[config.mk]
export PLATFORM = sky130hd
export DESIGN_NAME = lut_maint_engine
export DESIGN_NICKNAME = d
export VERILOG_FILES = /design/src/rtl/lut_maint_pkg.sv /design/src/rtl/lut_maint_mem.sv /design/src/rtl/lut_maint_port.sv /design/src/rtl/lut_maint_seq.sv /design/src/rtl/lut_maint_engine.sv
export SDC_FILE = /design/constraint.sdc
export NUM_CORES = 1
export LEC_CHECK = 0
export ABC_AREA = 1
export BUFFER_PORTS_ARGS = -buffer_cell sky130_fd_sc_hd__buf_2
export CORE_MARGIN = 2
export CORE_UTILIZATION = 45
export CTS_CLUSTER_DIAMETER = 50
export DETAILED_ROUTE_END_ITERATION = 10
export GPL_ROUTABILITY_DRIVEN = 1
export PLACE_DENSITY_LB_ADDON = 0.15
export SKIP_CTS_REPAIR_TIMING = 1
export SLEW_MARGIN = 20
export SYNTH_ARGS = -nofsm -noshare
export SYNTH_HDL_FRONTEND = slang
export SYNTH_HIERARCHICAL = 1
export SYNTH_SLANG_ARGS = --single-unit
export TNS_END_PERCENT = 50
[constraint.sdc]
create_clock -name clk -period 1.9 [get_ports clk]
set_input_delay 0.285 -clock clk [delete_from_list [all_inputs] [get_ports clk]]
set_output_delay 0.285 -clock clk [all_outputs]
set_load 0.01 [all_outputs]
[src/rtl/lut_maint_pkg.sv]
package lut_maint_pkg;

  // Control register command bit positions (software-visible encoding)
  localparam int CTRL_CLR_BIT = 0;
  localparam int CTRL_AGE_BIT = 1;

  // Per-entry sub-steps of the aging sweep
  typedef enum logic [1:0] {
    PH_FETCH = 2'd0,
    PH_JUDGE = 2'd1,
    PH_STORE = 2'd2,
    PH_STEP  = 2'd3
  } age_phase_e;

  // Memory port owner
  typedef enum logic [2:0] {
    OWN_NONE  = 3'd0,
    OWN_CLEAR = 3'd1,
    OWN_PKT   = 3'd2,
    OWN_SW    = 3'd3,
    OWN_SCAN  = 3'd4
  } port_owner_e;

endpackage

[src/rtl/lut_maint_mem.sv]
module lut_maint_mem #(
  parameter int DEPTH = 64,
  parameter int EW    = 11,
  localparam int IW   = $clog2(DEPTH)
) (
  input  logic          clk,
  input  logic          wr_en,
  input  logic [IW-1:0] idx,
  input  logic [EW-1:0] wr_data,
  output logic [EW-1:0] rd_data
);

  logic [EW-1:0] cell_vec [DEPTH];

  for (genvar g = 0; g < DEPTH; g++) begin : g_cell
    logic          cell_en;
    logic [EW-1:0] cell_q;

    assign cell_en = wr_en && (idx == IW'(g));

    always_ff @(posedge clk) begin
      if (cell_en) begin
        cell_q <= wr_data;
      end
    end

    assign cell_vec[g] = cell_q;
  end

  assign rd_data = cell_vec[idx];

endmodule

[src/rtl/lut_maint_port.sv]
module lut_maint_port
  import lut_maint_pkg::*;
#(
  parameter int IW = 6,
  parameter int EW = 11
) (
  // wipe walker
  input  logic          clearing,
  input  logic [IW-1:0] clr_idx,
  input  logic          clr_we,
  // packet contender
  input  logic          pkt_req,
  // software table access
  input  logic          sw_tbl,
  input  logic          sw_we,
  input  logic [IW-1:0] sw_idx,
  input  logic [EW-1:0] sw_wdata,
  // aging sweep
  input  logic          scan_want,
  input  logic [IW-1:0] scan_idx,
  input  logic          scan_we,
  input  logic [EW-1:0] scan_wdata,
  // grants and memory side
  output logic          pkt_gnt,
  output logic          sw_gnt,
  output logic          scan_gnt,
  output logic          mem_we,
  output logic [IW-1:0] mem_idx,
  output logic [EW-1:0] mem_wdata
);

  port_owner_e owner;

  // Fixed priority: wipe, packet, software, sweep
  always_comb begin
    if (clearing) begin
      owner = OWN_CLEAR;
    end else if (pkt_req) begin
      owner = OWN_PKT;
    end else if (sw_tbl) begin
      owner = OWN_SW;
    end else if (scan_want) begin
      owner = OWN_SCAN;
    end else begin
      owner = OWN_NONE;
    end
  end

  assign pkt_gnt  = (owner == OWN_PKT);
  assign sw_gnt   = (owner == OWN_SW);
  assign scan_gnt = (owner == OWN_SCAN);

  always_comb begin
    mem_we    = 1'b0;
    mem_idx   = scan_idx;
    mem_wdata = scan_wdata;
    case (owner)
      OWN_CLEAR: begin
        mem_we    = clr_we;
        mem_idx   = clr_idx;
        mem_wdata = '0;
      end
      OWN_SW: begin
        mem_we    = sw_we;
        mem_idx   = sw_idx;
        mem_wdata = sw_wdata;
      end
      OWN_SCAN: begin
        mem_we    = scan_we;
        mem_idx   = scan_idx;
        mem_wdata = scan_wdata;
      end
      default: begin
        mem_we    = 1'b0;
        mem_idx   = scan_idx;
        mem_wdata = scan_wdata;
      end
    endcase
  end

endmodule

[src/rtl/lut_maint_seq.sv]
module lut_maint_seq
  import lut_maint_pkg::*;
#(
  parameter int DEPTH      = 64,
  parameter int KEY_W      = 8,
  parameter int CLR_CYCLES = 64,
  localparam int IW        = $clog2(DEPTH),
  localparam int EW        = KEY_W + 3,
  localparam int CW        = $clog2(CLR_CYCLES)
) (
  input  logic          clk,
  input  logic          rst_n,
  input  logic          clr_start,
  input  logic          age_start,
  input  logic          scan_gnt,
  input  logic [EW-1:0] rd_data,
  output logic          clearing,
  output logic [IW-1:0] clr_idx,
  output logic          clr_we,
  output logic          age_busy,
  output age_phase_e    phase,
  output logic          scan_want,
  output logic [IW-1:0] scan_idx,
  output logic          scan_we,
  output logic [EW-1:0] scan_wdata
);

  localparam int           USE_BIT  = KEY_W + 2;
  localparam int           AGE_BIT  = KEY_W + 1;
  localparam int           HIT_BIT  = KEY_W;
  localparam logic [CW-1:0] CLR_LAST = CW'(CLR_CYCLES - 1);
  localparam logic [IW-1:0] IDX_LAST = IW'(DEPTH - 1);

  logic          clearing_q, clearing_d;
  logic [CW-1:0] clr_cnt_q, clr_cnt_d;
  logic          busy_q, busy_d;
  age_phase_e    phase_q, phase_d;
  logic [IW-1:0] idx_q, idx_d;
  logic [EW-1:0] snap_q, snap_d;
  logic          doom_q, doom_d;
  logic          snap_en;

  // next-state
  always_comb begin
    clearing_d = clearing_q;
    clr_cnt_d  = clr_cnt_q;
    busy_d     = busy_q;
    phase_d    = phase_q;
    idx_d      = idx_q;
    snap_d     = snap_q;
    doom_d     = doom_q;
    snap_en    = 1'b0;

    if (clr_start) begin
      // a wipe always wins and abandons any sweep in flight
      clearing_d = 1'b1;
      clr_cnt_d  = '0;
      busy_d     = 1'b0;
      phase_d    = PH_FETCH;
      idx_d      = '0;
    end else if (clearing_q) begin
      clr_cnt_d = clr_cnt_q + 1'b1;
      if (clr_cnt_q == CLR_LAST) begin
        clearing_d = 1'b0;
      end
    end else if (busy_q) begin
      case (phase_q)
        PH_FETCH: begin
          if (scan_gnt) begin
            snap_d  = rd_data;
            snap_en = 1'b1;
            phase_d = PH_JUDGE;
          end
        end
        PH_JUDGE: begin
          doom_d  = snap_q[AGE_BIT] && !snap_q[HIT_BIT];
          phase_d = PH_STORE;
        end
        PH_STORE: begin
          if (!doom_q || scan_gnt) begin
            phase_d = PH_STEP;
          end
        end
        default: begin
          phase_d = PH_FETCH;
          if (idx_q == IDX_LAST) begin
            busy_d = 1'b0;
            idx_d  = '0;
          end else begin
            idx_d = idx_q + 1'b1;
          end
        end
      endcase
    end else if (age_start) begin
      busy_d  = 1'b1;
      phase_d = PH_FETCH;
      idx_d   = '0;
    end
  end

  // control registers
  always_ff @(posedge clk or negedge rst_n) begin
    if (!rst_n) begin
      clearing_q <= 1'b0;
      clr_cnt_q  <= '0;
      busy_q     <= 1'b0;
      phase_q    <= PH_FETCH;
      idx_q      <= '0;
      doom_q     <= 1'b0;
    end else begin
      clearing_q <= clearing_d;
      clr_cnt_q  <= clr_cnt_d;
      busy_q     <= busy_d;
      phase_q    <= phase_d;
      idx_q      <= idx_d;
      doom_q     <= doom_d;
    end
  end

  // datapath snapshot, enabled only on a granted fetch
  always_ff @(posedge clk) begin
    if (snap_en) begin
      snap_q <= snap_d;
    end
  end

  assign clearing   = clearing_q;
  assign clr_idx    = IW'(clr_cnt_q);
  assign clr_we     = clearing_q && (int'(clr_cnt_q) < DEPTH);
  assign age_busy   = busy_q;
  assign phase      = phase_q;
  assign scan_idx   = idx_q;
  assign scan_want  = busy_q &&
                      ((phase_q == PH_FETCH) || ((phase_q == PH_STORE) && doom_q));
  // write back only if software left the entry alone since the fetch
  assign scan_we    = (phase_q == PH_STORE) && doom_q && (rd_data == snap_q);
  assign scan_wdata = rd_data & ~(EW'(1) << USE_BIT);

endmodule

[src/rtl/lut_maint_engine.sv]
module lut_maint_engine
  import lut_maint_pkg::*;
#(
  parameter int DEPTH      = 64,
  parameter int KEY_W      = 8,
  parameter int CLR_CYCLES = 64,
  localparam int IW        = $clog2(DEPTH),
  localparam int EW        = KEY_W + 3,
  localparam int AW        = IW + 1
) (
  input  logic          clk,
  input  logic          rst_n,
  input  logic          req,
  input  logic          we,
  input  logic [AW-1:0] addr,
  input  logic [EW-1:0] wdata,
  output logic          ready,
  output logic [EW-1:0] rdata,
  input  logic          pkt_req,
  output logic          pkt_gnt
);

  // reset release synchronizer
  logic [1:0] rst_pipe_q;
  logic       rst_sync_n;

  always_ff @(posedge clk or negedge rst_n) begin
    if (!rst_n) begin
      rst_pipe_q <= '0;
    end else begin
      rst_pipe_q <= {rst_pipe_q[0], 1'b1};
    end
  end
  assign rst_sync_n = rst_pipe_q[1];

  // internal nets
  logic          clearing;
  logic [IW-1:0] clr_idx;
  logic          clr_we;
  logic          age_busy;
  age_phase_e    phase;
  logic          scan_want;
  logic [IW-1:0] scan_idx;
  logic          scan_we;
  logic [EW-1:0] scan_wdata;
  logic          sw_gnt;
  logic          scan_gnt;
  logic          mem_we;
  logic [IW-1:0] mem_idx;
  logic [EW-1:0] mem_wdata;
  logic [EW-1:0] mem_rd;

  // access decode
  logic          is_tbl;
  logic          sw_tbl;
  logic          accept;
  logic          ctrl_wr;
  logic          clr_start;
  logic          age_start;
  logic [EW-1:0] ctrl_word;
  logic          rd_load;
  logic [EW-1:0] rdata_d, rdata_q;

  assign is_tbl    = addr[AW-1];
  assign sw_tbl    = req && is_tbl;
  assign ready     = !clearing && (!is_tbl || sw_gnt);
  assign accept    = req && ready;
  assign ctrl_wr   = accept && we && !is_tbl;
  assign clr_start = ctrl_wr && wdata[CTRL_CLR_BIT];
  assign age_start = ctrl_wr && wdata[CTRL_AGE_BIT] && !wdata[CTRL_CLR_BIT];
  assign ctrl_word = EW'(age_busy) << CTRL_AGE_BIT;

  assign rd_load = accept && !we;
  assign rdata_d = is_tbl ? mem_rd : ctrl_word;

  always_ff @(posedge clk or negedge rst_sync_n) begin
    if (!rst_sync_n) begin
      rdata_q <= '0;
    end else if (rd_load) begin
      rdata_q <= rdata_d;
    end
  end
  assign rdata = rdata_q;

  lut_maint_seq #(
    .DEPTH      (DEPTH),
    .KEY_W      (KEY_W),
    .CLR_CYCLES (CLR_CYCLES)
  ) u_seq (
    .clk        (clk),
    .rst_n      (rst_sync_n),
    .clr_start  (clr_start),
    .age_start  (age_start),
    .scan_gnt   (scan_gnt),
    .rd_data    (mem_rd),
    .clearing   (clearing),
    .clr_idx    (clr_idx),
    .clr_we     (clr_we),
    .age_busy   (age_busy),
    .phase      (phase),
    .scan_want  (scan_want),
    .scan_idx   (scan_idx),
    .scan_we    (scan_we),
    .scan_wdata (scan_wdata)
  );

  lut_maint_port #(
    .IW (IW),
    .EW (EW)
  ) u_port (
    .clearing   (clearing),
    .clr_idx    (clr_idx),
    .clr_we     (clr_we),
    .pkt_req    (pkt_req),
    .sw_tbl     (sw_tbl),
    .sw_we      (we),
    .sw_idx     (addr[IW-1:0]),
    .sw_wdata   (wdata),
    .scan_want  (scan_want),
    .scan_idx   (scan_idx),
    .scan_we    (scan_we),
    .scan_wdata (scan_wdata),
    .pkt_gnt    (pkt_gnt),
    .sw_gnt     (sw_gnt),
    .scan_gnt   (scan_gnt),
    .mem_we     (mem_we),
    .mem_idx    (mem_idx),
    .mem_wdata  (mem_wdata)
  );

  lut_maint_mem #(
    .DEPTH (DEPTH),
    .EW    (EW)
  ) u_mem (
    .clk     (clk),
    .wr_en   (mem_we),
    .idx     (mem_idx),
    .wr_data (mem_wdata),
    .rd_data (mem_rd)
  );

endmodule

==> results.py, run 1 <==
metrics = {
    "run_status": {
        "status": "finished, violations left",
        "violations": "negative setup slack",
    },
    "cells_and_area": {
        "final_design_area_no_fill_sq_mm": 0.0405,
        "multi_input_area_sq_mm": 0.00961,
        "fillers": 5973,
        "diodes": 0,
        "drive_gt1_share_pct": 17.4,
        "instances_no_fill": 4591,
        "layout.nets": 3600,
        "area_growth_pct": 25.5,
        "postLayoutCoreUtil_pct": 56.8,
        "seq_area_sq_mm": 0.0222,
    },
    "placed_design": {
        "io_buffers": 35,
        "placed_cell_area_sq_mm": 0.0374,
        "gp_congestion": 0.958,
        "place_inst": 4420,
        "dp_hpwl_mm": 58.2,
    },
    "sta": {
        "tns_ns": -2342.49,
        "slew_viol_final": 0,
        "fin_crit_sh_pct": 214,
        "rsz0062_at_grt": "yes",
        "fin_skew_ns": 0.0201,
        "fin_ws_ns": -2.16,
        "hold_violations": 0,
        "setup_viol": 1396,
        "max_freq_mhz": 246,
        "min_period_ns": 4.06,
    },
    "global_routing": {
        "grt_pass1_vias": 22700,
        "grt_start_max_net_pins": 49,
        "grt.total_usage_pct": 24.1,
        "grt_pass1_wl_mm": 134,
        "grt.overflow.total": 0,
        "grt_antenna_before_repair": 3,
    },
    "synthesis": {
        "synthesis.instances": 3269,
        "synth_top_area_cell": "edfxtp_1",
        "synthArstFlopShare_pct": 4.03,
        "synth_cell_types": 37,
        "synth_top_area_share_pct": 66.6,
        "synth_nets": 3298,
        "syn_avg_cell_area_sq_um": 9.86,
        "synth_area_sq_mm": 0.0322,
        "synth_seq_cells": 745,
        "ys_seq_area_share_pct": 68.9,
        "synthTopCellsByArea": "edfxtp_1, nand2_1, nor2_1",
        "ys_warn_count": 6,
        "ys.flop_type": "edfxtp_1",
        "synth_edf_count": 715,
    },
    "clocking": {
        "numCtsBuffers": 88,
        "cts_tree": "done",
        "htreeDepth": 3,
        "cts.path.max_buffers": 3,
        "clock_sinks": 745,
        "clk_latency_ns": 0.63,
        "clkTransAtPathRegs_ns": 0.06,
        "cts-root-buf": "clkbuf_16",
    },
    "route": {
        "ant_nets": 0,
        "via_per_inst": 5.02,
        "drt_iter0_drc": 2176,
        "wire_per_inst_um": 19.4,
        "drt_pass1_iterations": 6,
        "routed_wl_mm": 89.1,
        "vias": 23100,
        "drc_errors": 0,
    },
    "floorplanning": {
        "die_height_um": 272,
        "die_x_um": 272,
        "rows": 98,
        "pin_count": 36,
        "die_area_sq_mm": 0.0738,
        "start_util_pct": 45.2,
        "core_area_sq_mm": 0.0712,
    },
    "pwr": {
        "p_leak_nw": 17.2,
        "ir_drop_mv": 1.09,
        "cellPowerDensity_mw_per_mm2": 1980,
        "power.total_mw": 79.9,
    },
    "setup_path": {
        "worstPathArrival_ns": 4.39,
        "cp_max_fo": 32,
        "crit-reg2reg-launch": "u_seq/clearing",
        "regToRegEndpoint": "u_mem/g_cell[62].cell_q[3]",
        "cpPeakStageDelay_ns": 0.45,
        "crit_type": "flop to flop",
        "cp-end-kind": "flop",
        "crit_path_start_kind": "flop",
        "path_common_cell": "nand2_1",
        "slowest_stage": "dfrtp_2",
        "rr_worst_depth": 31,
        "cp.required_ns": 2.23,
        "rrSetupSlack_ns": -2.16,
    },
    "hold_path": {
        "hold_path.class": "input pin to flop",
        "holdPathEnd": "rdata[1]",
        "min_from": "req",
        "hold_path_depth": 4,
    },
    "run": {
        "drv_cap": 0,
    },
}
==> worst max-delay path: cells and delay by family, from the launching register on <==
kind            cells  cell delay (ns)
simple gates       23             2.20
buf+inv             7             0.99
flops               1             0.45
compound gates      1             0.06
==> cell usage after synthesis, types with 3 or more instances <==
cell type,number
o21ai_0,11
edfxtp_1,715
nand2_1,1998
nor2_4,3
dfrtp_1,30
inv_1,52
buf_6,4
buf_1,6
nand3_1,24
nor2_1,209
nand2_2,5
nand4_1,14
inv_2,5
nor3_1,3
buf_2,96
ha_1,6
buf_4,24
xnor2_1,3
clkbuf_1,32
a21oi_1,7
==> where the power goes <==
group	internal [mW]	switching [mW]
clock	9.07	6.69
combinational	14.1	27.2
sequential	22.4	0.358
==> cells in the final DEF, fill, tap and decap left out, types with 18 or more instances in the layout <==
cell type,Yosys,final
nand2_1,1998,1977
clkinv_1,1,19
nor2_2,2,18
edfxtp_1,715,715
nor2_4,3,69
nand2_2,5,20
nand3_1,24,21
nor2_1,209,127
dfrtp_1,30,29
buf_12,1,124
buf_2,96,35
clkbuf_16,0,92
inv_1,52,51
buf_4,24,200
==> area by class of cell <==
type,instances,share of cell area [%]
inverter,60,0.665
tap,950,2.94
clock buffer,103,5.63
multi-input combinational,2301,23.8
sequential,745,54.9
clock inverter,57,1.09
timing repair buffer,375,11.0
==> sequential cells by signal, indices dropped and copies added, names as in the netlist <==
register	cells
u_seq/clearing	1
rst_pipe_q	2
u_seq/doom_q	1
u_seq/age_busy	1
u_seq/scan_idx	6
u_seq/clr_idx	6
u_seq/phase	2
u_seq/snap_q	11
u_mem/g_cell.cell_q	704
rdata	11
==> metrics by stage <==
stage	hold slack (ns)	setup slack, ns
floorplan	-0.0106	-1.69
global placement	0.0707	-2.39
detailed placement	0.0743	-2.44
CTS	-0.609	-2.38
global route	0.121	-2.49
finish	0.116	-2.16
==> cell families (layout without fill, tap and decap cells) <==
logic type / count (synthesis) / count (layout) / synth area share (%)
AO/OA/AOI/OAI: 26 / 26 / 0.470
XOR/XNOR: 3 / 3 / 0.0815
adder cells (fa/ha/maj): 6 / 6 / 0.233
buffers and inverters: 223 / 595 / 3.43
flip-flops: 745 / 745 / 68.9
other: 2 / 2 / 0.0233
AND/OR/NAND/NOR: 2264 / 2264 / 26.8
==> per-layer routing <==
| layer | share of wire, % | up-vias | wire length, um | global-route usage, % |
|---|---|---|---|---|
| met5 | 0 | - | 0 | 0 |
| met4 | 2.3 | 0 | 2020 | 7.09 |
| met2 | 46 | 693 | 41400 | 38.4 |
| met3 | 6.5 | 120 | 5830 | 3.95 |
| met1 | 45 | 11100 | 39900 | 34.1 |
| li1 | - | 11200 | - | - |
==> how the worst max path moves through the flow <==
stage          cells past startpoint  slack [ns]                          to            from
2_1_floorplan                     31       -1.69  u_mem/g_cell[33].cell_q[0]  u_seq/clearing
3_3_place_gp                      33       -2.39   u_mem/g_cell[2].cell_q[3]             req
3_5_place_dp                      33       -2.44   u_mem/g_cell[2].cell_q[2]             req
4_1_cts                           30       -2.38   u_mem/g_cell[2].cell_q[4]  u_seq/clearing
5_1_grt                           29       -2.49  u_mem/g_cell[62].cell_q[9]  u_seq/clearing
6_report                          31       -2.16  u_mem/g_cell[62].cell_q[3]  u_seq/clearing
Note: power is estimated with default switching activity, not from simulation.
==> run 2, diff against run 1 <==
Settings changed: CELL_PAD_IN_SITES_DETAIL_PLACEMENT from default to 1, CELL_PAD_IN_SITES_GLOBAL_PLACEMENT from default to 1.
==> run 2 against run 1 <==
The flow still finishes with violations (negative setup slack); power rose by 5.1%; sequential share of layout area shrank 0.55 points; count of clock-buffer cells in the layout is 1 lower; register-to-register slack worse by 0.32 ns; worst setup slack worse by 0.32 ns; critical path type unchanged; largest power group unchanged; highest routed layer unchanged.
==> results.py, run 2 (same netlist as run 1, synthesis figures left out) <==
metrics = {
    "placed_design": {
        "pre_cts_ws_ns": -2.51,
        "gp_congestion": 0.887,
        "dp_hpwl_mm": 68.2,
        "place_inst": 4407,
        "io_buffers": 35,
    },
    "clocking": {
        "htreeDepth": 3,
        "cts_tree": "done",
        "cts.path.max_buffers": 3,
        "numCtsBuffers": 93,
        "clkTransAtPathRegs_ns": 0.06,
        "clock_sinks": 745,
        "cts-root-buf": "clkbuf_16",
        "clk_latency_ns": 0.67,
    },
    "setup_path": {
        "crit_type": "flop to flop",
        "cpPeakStageDelay_ns": 0.47,
        "cp_max_fo": 34,
        "crit_path_start_kind": "flop",
        "cp-end-kind": "flop",
        "path_common_cell": "nand2_1",
        "regToRegEndpoint": "u_mem/g_cell[26].cell_q[1]",
        "cp.required_ns": 2.25,
        "rrSetupSlack_ns": -2.48,
        "crit-reg2reg-launch": "u_seq/clearing",
        "rr_worst_depth": 31,
        "worstPathArrival_ns": 4.74,
        "slowest_stage": "dfrtp_2",
    },
    "sta": {
        "min_period_ns": 4.38,
        "slew_viol_final": 0,
        "fin_worst_hold_slack_ns": 0.117,
        "max_freq_mhz": 228,
        "relSlewSlack_pct": 51.5,
        "setup_viol": 1393,
        "fin_skew_ns": 0.0327,
        "fin_crit_sh_pct": 231,
        "worst_pin_slew_ns": 0.727,
        "hold_violations": 0,
        "fin_ws_ns": -2.48,
        "tns_ns": -2707.60,
        "rsz0062_at_grt": "yes",
    },
    "route": {
        "routed_wl_mm": 105,
        "vias": 24300,
        "via_per_inst": 5.28,
        "drt_pass1_iterations": 6,
        "drc_errors": 0,
        "ant_nets": 0,
        "drt_iter0_drc": 2211,
        "wire_per_inst_um": 22.8,
    },
    "floorplanning": {
        "die_height_um": 272,
        "core_area_sq_mm": 0.0712,
        "die_area_sq_mm": 0.0738,
        "rows": 98,
        "start_util_pct": 45.2,
        "pin_count": 36,
        "die_x_um": 272,
    },
    "cells_and_area": {
        "largest_reg_flops": 704,
        "drive_gt1_share_pct": 18.1,
        "area_growth_pct": 26.8,
        "layout_commonest_cell": "nand2_1",
        "top_register": "u_mem/g_cell.cell_q",
        "instances_no_fill": 4598,
        "postLayoutCoreUtil_pct": 57.4,
        "layout.nets": 3602,
        "final_cell_mix": "nand2_1, edfxtp_1, buf_4",
        "diodes": 0,
    },
    "pwr": {
        "power.switching_mw": 36.9,
        "p_sw_share_pct": 43.9,
        "p_leak_nw": 17.4,
        "p_int_mw": 47.1,
        "ir_drop_mv": 1.29,
        "pwr-share-clk_pct": 21.2,
        "comb_power_share_pct": 51.5,
        "p_seq_share_pct": 27.2,
        "cellPowerDensity_mw_per_mm2": 2050,
    },
    "global_routing": {
        "grt.overflow.total": 0,
        "grt.total_usage_pct": 27.9,
        "grt_start_max_net_pins": 70,
        "grt_pass1_wl_mm": 154,
        "grt_antenna_before_repair": 0,
        "grt_pass1_vias": 25500,
    },
    "hold_path": {
        "min_from": "req",
        "hold_path_depth": 4,
        "holdPathEnd": "rdata[5]",
        "hold_path.class": "input pin to flop",
    },
    "run_status": {
        "violations": "negative setup slack",
        "status": "finished, violations left",
    },
    "run": {
        "drv_cap": 0,
    },
}
## run 2: worst max-delay path: cells and delay by family (launching register included)
family | cells | cell delay [ns]
compound gates | 1 | 0.07
buf+inv | 7 | 1.02
simple gates | 23 | 2.44
flops | 1 | 0.47
## run 2: metrics by stage
stage,total power [mW],area (sq um)
after floorplan,45.3,33000
after global placement,62.7,37200
after detailed placement,63.8,37200
after CTS,82.0,40300
after global routing,88.3,40900
final,84.0,40900
## run 2: layer usage
layer / GRT usage (%) / routed length, um
met1: 36.9 / 43800
met2: 46.7 / 51000
met3: 4.37 / 6180
met4: 10.3 / 4000
met5: 0 / 0
## run 2: power by group through the flow
stage | Clock [mW] | Sequential [mW] | Combinational [mW]
floorplan | 0 | 23.4 | 21.9
global placement | 0 | 23.1 | 39.6
detailed placement | 0 | 23.2 | 40.7
CTS | 18.1 | 22.9 | 41.1
global route | 18.7 | 22.9 | 46.7
finish | 17.8 | 22.9 | 43.3
## run 2: final cells by class
| type | count | area [sq um] |
|---|---|---|
| clock buffer | 102 | 2400 |
| clock inverter | 68 | 699 |
| fill | 7626 | 30400 |
| inverter | 60 | 278 |
| multi-input combinational | 2301 | 9570 |
| sequential | 745 | 22200 |
| tap | 950 | 1190 |
| timing repair buffer | 372 | 4510 |
## run 2: worst max path at each step
stage                    from                     endpoint  cells after the start
2_1_floorplan  u_seq/clearing   u_mem/g_cell[33].cell_q[0]                     31
3_3_place_gp              req   u_mem/g_cell[13].cell_q[2]                     32
3_5_place_dp              req   u_mem/g_cell[13].cell_q[0]                     34
4_1_cts        u_seq/clearing  u_mem/g_cell[13].cell_q[10]                     29
5_1_grt        u_seq/clearing   u_mem/g_cell[45].cell_q[1]                     31
6_report       u_seq/clearing   u_mem/g_cell[26].cell_q[1]                     31
